### config.mk
export PLATFORM = sky130hd
export DESIGN_NAME = detour_route_unit
export DESIGN_NICKNAME = d
export VERILOG_FILES = /design/src/rtl/dru_pkg.sv /design/src/rtl/dru_coord_cmp.sv /design/src/rtl/dru_edge_mask.sv /design/src/rtl/dru_decide.sv /design/src/rtl/detour_route_unit.sv
export SDC_FILE = /design/constraint.sdc
export NUM_CORES = 1
export LEC_CHECK = 0
export BUFFER_PORTS_ARGS = -buffer_cell sky130_fd_sc_hd__buf_4
export CAP_MARGIN = 20
export CORE_UTILIZATION = 46
export CTS_CLUSTER_SIZE = 40
export DETAILED_ROUTE_END_ITERATION = 8
export GPL_ROUTABILITY_DRIVEN = 0
export PLACE_DENSITY = 0.76
export SLEW_MARGIN = 0
export SYNTH_ARGS = -nofsm -noshare
export SYNTH_HDL_FRONTEND = slang
export SYNTH_SLANG_ARGS = --single-unit
### constraint.sdc
create_clock -name clk -period 2.3 [get_ports clk]
set_input_delay 0.46 -clock clk [delete_from_list [all_inputs] [get_ports clk]]
set_output_delay 0.46 -clock clk [all_outputs]
set_load 0.005 [all_outputs]
### src/rtl/dru_pkg.sv
package dru_pkg;

  localparam int NDIR = 4;

  typedef enum logic [2:0] {
    P_LOCAL = 3'd0,
    P_EAST  = 3'd1,
    P_WEST  = 3'd2,
    P_NORTH = 3'd3,
    P_SOUTH = 3'd4,
    P_STALL = 3'd5
  } port_e;

  function automatic port_e opp_dir(input port_e p);
    case (p)
      P_EAST:  opp_dir = P_WEST;
      P_WEST:  opp_dir = P_EAST;
      P_NORTH: opp_dir = P_SOUTH;
      P_SOUTH: opp_dir = P_NORTH;
      default: opp_dir = p;
    endcase
  endfunction

  function automatic logic dir_ok(input logic [NDIR-1:0] eff, input port_e p);
    case (p)
      P_EAST:  dir_ok = eff[0];
      P_WEST:  dir_ok = eff[1];
      P_NORTH: dir_ok = eff[2];
      P_SOUTH: dir_ok = eff[3];
      default: dir_ok = 1'b0;
    endcase
  endfunction

endpackage

### src/rtl/dru_coord_cmp.sv
module dru_coord_cmp #(
  parameter int CW = 4
) (
  input  logic [CW-1:0] own_c,
  input  logic [CW-1:0] dst_c,
  output logic          eq,
  output logic          gt
);
  always_comb begin
    eq = (dst_c == own_c);
    gt = (dst_c >  own_c);
  end
endmodule

### src/rtl/dru_edge_mask.sv
module dru_edge_mask
  import dru_pkg::*;
#(
  parameter int CW     = 4,
  parameter int MESH_X = 16,
  parameter int MESH_Y = 16
) (
  input  logic [CW-1:0]   own_x,
  input  logic [CW-1:0]   own_y,
  input  logic [NDIR-1:0] nbr_act,
  input  logic            stamp_in,
  input  logic [2:0]      arr_port,
  output logic [NDIR-1:0] eff
);
  localparam logic [CW-1:0] XLAST = CW'(MESH_X - 1);
  localparam logic [CW-1:0] YLAST = CW'(MESH_Y - 1);

  logic [NDIR-1:0] at_edge;
  logic            no_return;

  always_comb begin
    at_edge[0] = (own_x == XLAST);
    at_edge[1] = (own_x == '0);
    at_edge[2] = (own_y == YLAST);
    at_edge[3] = (own_y == '0);
    no_return  = stamp_in && (arr_port != 3'(P_LOCAL));
  end

  for (genvar d = 0; d < NDIR; d++) begin : g_dir
    always_comb begin
      eff[d] = (nbr_act[d] | at_edge[d]) & ~(no_return && (arr_port == 3'(d + 1)));
    end
  end
endmodule

### src/rtl/dru_decide.sv
module dru_decide
  import dru_pkg::*;
#(
  parameter bit SIDE_EAST = 1'b1
) (
  input  logic            x_eq,
  input  logic            x_gt,
  input  logic            y_eq,
  input  logic            y_gt,
  input  logic            stamp_in,
  input  logic [2:0]      arr_port,
  input  logic [NDIR-1:0] eff,
  output port_e           port_nx,
  output logic            stamp_nx
);
  port_e hx, vy, up, side, arr, trv;
  port_e c0, c1, c2;
  logic  marked, trv_vert, trv_horz;

  always_comb begin
    hx       = x_gt ? P_EAST : P_WEST;
    vy       = y_gt ? P_NORTH : P_SOUTH;
    up       = (y_gt || y_eq) ? P_NORTH : P_SOUTH;
    side     = SIDE_EAST ? P_EAST : P_WEST;
    arr      = port_e'(arr_port);
    trv      = opp_dir(arr);
    marked   = stamp_in && (arr != P_LOCAL);
    trv_vert = (trv == P_NORTH) || (trv == P_SOUTH);
    trv_horz = (trv == P_EAST) || (trv == P_WEST);

    if (marked && trv_vert && !x_eq) begin
      c0 = hx;  c1 = trv;  c2 = opp_dir(hx);
    end else if (marked && trv_horz && !y_eq) begin
      c0 = vy;  c1 = trv;  c2 = opp_dir(vy);
    end else if (!x_eq) begin
      c0 = hx;  c1 = up;   c2 = opp_dir(up);
    end else begin
      c0 = vy;  c1 = side; c2 = opp_dir(side);
    end

    if (x_eq && y_eq) begin
      port_nx  = P_LOCAL;
      stamp_nx = 1'b0;
    end else if (dir_ok(eff, c0)) begin
      port_nx  = c0;
      stamp_nx = 1'b0;
    end else if (dir_ok(eff, c1)) begin
      port_nx  = c1;
      stamp_nx = 1'b1;
    end else if (dir_ok(eff, c2)) begin
      port_nx  = c2;
      stamp_nx = 1'b1;
    end else begin
      port_nx  = P_STALL;
      stamp_nx = stamp_in;
    end
  end
endmodule

### src/rtl/detour_route_unit.sv
module detour_route_unit
  import dru_pkg::*;
#(
  parameter int CW        = 4,
  parameter int MESH_X    = 16,
  parameter int MESH_Y    = 16,
  parameter bit SIDE_EAST = 1'b1
) (
  input  logic          clk,
  input  logic          rst,
  input  logic          req,
  input  logic [CW-1:0] own_x,
  input  logic [CW-1:0] own_y,
  input  logic [CW-1:0] dst_x,
  input  logic [CW-1:0] dst_y,
  input  logic          stamp_in,
  input  logic [2:0]    arr_port,
  input  logic [3:0]    nbr_act,
  output logic          gnt,
  output logic [2:0]    out_port,
  output logic          stamp_out
);
  logic            x_eq, x_gt, y_eq, y_gt;
  logic [NDIR-1:0] eff;
  port_e           port_nx;
  logic            stamp_nx;

  dru_coord_cmp #(.CW(CW)) cmp_x_i (
    .own_c(own_x), .dst_c(dst_x), .eq(x_eq), .gt(x_gt)
  );

  dru_coord_cmp #(.CW(CW)) cmp_y_i (
    .own_c(own_y), .dst_c(dst_y), .eq(y_eq), .gt(y_gt)
  );

  dru_edge_mask #(.CW(CW), .MESH_X(MESH_X), .MESH_Y(MESH_Y)) mask_i (
    .own_x(own_x), .own_y(own_y), .nbr_act(nbr_act),
    .stamp_in(stamp_in), .arr_port(arr_port), .eff(eff)
  );

  dru_decide #(.SIDE_EAST(SIDE_EAST)) dec_i (
    .x_eq(x_eq), .x_gt(x_gt), .y_eq(y_eq), .y_gt(y_gt),
    .stamp_in(stamp_in), .arr_port(arr_port), .eff(eff),
    .port_nx(port_nx), .stamp_nx(stamp_nx)
  );

  always_ff @(posedge clk) begin
    if (rst) begin
      gnt       <= 1'b0;
      out_port  <= 3'(P_STALL);
      stamp_out <= 1'b0;
    end else begin
      gnt <= req;
      if (req) begin
        out_port  <= 3'(port_nx);
        stamp_out <= stamp_nx;
      end
    end
  end
endmodule

==> impl_metrics.toml <==
[final_layout]
multiInputGateArea_mm2 = 0.00102
fin_cells = 220
area_growth_pct = 75.3
regArea_um2 = 100
diodes = 0
drive_gt1_frac = 0.534
fillers = 98
layout.nets = 229

[routing]
route.layer.met1.wl_um = 1690
wl_per_cell_um = 21.7
viasPerCell = 7.04
ant_nets = 0
wirelength_um = 4780
drcViolationCount = 0
drt-pass1-iter-count = 6
wl_met2_um = 2210
drt_first_iter_violations = 147
via_count = 1548
wl_met3_um = 574
highest_layer = "met4"

[logic_synthesis]
synth_area_leaders = "dfxtp_1, ha_1, nor2_1, inv_1, nor4_1"
synthTopCellsByCount = "nor2_1, inv_1, ha_1, nand2_1, o21ai_0"
syn_nets = 165
synth-seq-cells = 5
synth_ff_type = "dfxtp_1"
syn_area_per_cell_um2 = 7.61
yosys_warnings = 0
yosysUniqueCellTypes = 57
synth_seq_area_share = 0.101
synth_edf_count = 0
synthesis.area_um2 = 990
synth_top_area_cell = "dfxtp_1"
async_flop_share = 0
synth_top_cell_area_share = 0.101
syn_inst = 130
synth_most_common_cell = "nor2_1"

[grt]
grt_pass1_wl_um = 5400
grt_pass1_vias = 1255
overflow = 0
antenna_found_initial = 0
grt_start_max_net_pins = 9
grt_use_total = 0.292

[sta]
finalCritPeriodShare = 1.03
fin_skew_ns = 0
setup_violations = 2
slew_viol_final = 0
fmax_ghz = 0.424
slew_headroom = 0.645
fin_crit_ns = 2.36
tightest_slew_ns = 0.529
hold_violations = 0
hold_slack_ns = 0.419
setup_ws_ns = -0.0593

[power]
p_switching_uw = 279
seqPwrFrac = 0.154
switching_share = 0.416
internal_power_uw = 392
p_leak_nw = 0.755
clkPwrFrac = 0.159
cellPowerDensity_mw_per_mm2 = 387
peakVddDrop_uv = 419
combPwrFrac = 0.686

[die]
die_y_um = 48.4
ioPinCount = 32
core_area_mm2 = 0.00200
die_area_mm2 = 0.00234
fp.dieW_um = 48.4
num_rows = 16
initial_core_util = 0.494

[clock_tree]
cts_tree = "done"
clk_path_buf_depth = 2
clk_pin_slew_ns = 0.04
clk_latency_ns = 0.25
cts_buffers = 3
htreeDepth = 1
clockRootBuffer = "clkbuf_4"
clock_sinks = 5

[worst_setup_path]
crit_family = "compound AO/OA/AOI/OAI gates"
timing.critical_path.mode_cell = "buf_4"
critPathArrivalTime_ns = 2.49
worstPathMaxFanout = 5
crit_slowest_cell = "ha_4"
crit_required_ns = 2.43
critical-path-max-stage-delay_ns = 0.27
path_cells = "buf_4 -> inv_2 -> ha_4 -> nand4_1 -> buf_6 -> buf_4 -> nor4_2 -> o22ai_2 -> a21oi_2 -> a21o_1 -> o2111ai_1 -> a31o_1"
worst-path-buf-inv = 4
setup.worst_path.end_class = "register"
crit_type = "in2reg"
critPathLaunchType = "input pin"

[run_status]
status = "finished with violations"
violations = "negative setup slack"

[placement]
dp_hpwl_um = 2710
place_inst = 209
numPortBuffers = 31

[worst_hold_path]
hold_class = "in2reg"

[run]
maxCapViolCount = 0
[registers in the layout (all words and copies together) (netlist names)]
signal	count
stamp_out	1
out_port	3
gnt	1
[layout by cell type (no fill, tap or decap), types with 2 or more instances in the layout]
cell type and count:
buf_4 54, nor2_1 15, ha_4 8, buf_6 8, nand2_1 6, o21ai_0 6, dfxtp_1 5, inv_1 4
inv_4 4, nand2b_1 4, nor3_1 4, nand4_1 3, nor4_1 3, a21oi_1 3, a211oi_2 3, a211oi_1 3
clkbuf_4 3, inv_2 2, a31oi_1 2, a41oi_1 2, nand3_1 2, and3_1 2, o22ai_2 2, o31a_1 2
[power groups by stage]
stage	logic [mW]	clock network, mW	registers [mW]
after floorplan	0.188	0	0.105
after global placement	0.326	0	0.104
after detailed placement	0.336	0	0.105
after CTS	0.350	0.104	0.103
after global routing	0.484	0.117	0.105
final	0.461	0.107	0.104
[path summary, 6_finish.rpt]
| check | from | to | slack (ns) | cells past startpoint |
|---|---|---|---|---|
| worst max-delay path | own_x[1] | out_port[2] | -0.06 | 12 |
| worst min-delay path | rst | gnt | 0.42 | 2 |
| worst max register to register | out_port[0] | out_port[0] | 1.14 | 4 |
| worst min register to register | out_port[2] | out_port[2] | 0.61 | 2 |
[per-layer routing]
layer	up-vias	global-route usage
met4	0	0.0539
met1	688	0.365
li1	638	-
met3	63	0.0597
met2	159	0.519
met5	-	0
[through the flow]
stage	worst slack (ns)	utilization	instance area [um2]	total power [mW]	TNS, ns
floorplan	-0.00243	-	991	0.293	-0.00243
global placement	-0.324	0.706	1410	0.430	-1.05
detailed placement	-0.420	0.706	1410	0.441	-1.48
CTS	0.00722	0.743	1490	0.558	0
global route	-0.116	0.867	1740	0.705	-0.306
finish	-0.0593	0.867	1740	0.671	-0.0911
[worst reg2reg max path, stage by stage (launching register included)]
cell,delay [ns]
dfxtp_1,0.31
a21oi_1,0.25
o21ai_0,0.20
nor3b_2,0.23
nor3_2,0.06
[timing repair]
item / CTS / global route
resized for setup: 5 / 42
endpoints found under the setup margin: 4 / 4
hold buffers: 0 / 0
pin swaps: 4 / 13
buffers inserted: 4 / 3
[final cells by class]
type / count / area share
Sequential cell: 5 / 0.0577
Timing Repair Buffer: 63 / 0.294
Inverter: 10 / 0.0274
Tap cell: 27 / 0.0195
Multi-Input combinational cell: 111 / 0.586
Clock buffer: 4 / 0.0151
[logic make-up after synthesis]
logic type               synth area share
adder cells (fa/ha/maj)             0.101
buffers and inverters              0.0695
AO/OA/AOI/OAI                       0.344
XOR/XNOR                           0.0177
flip-flops                          0.101
AND/OR/NAND/NOR                     0.367
Power figures use the tool's default switching activity.
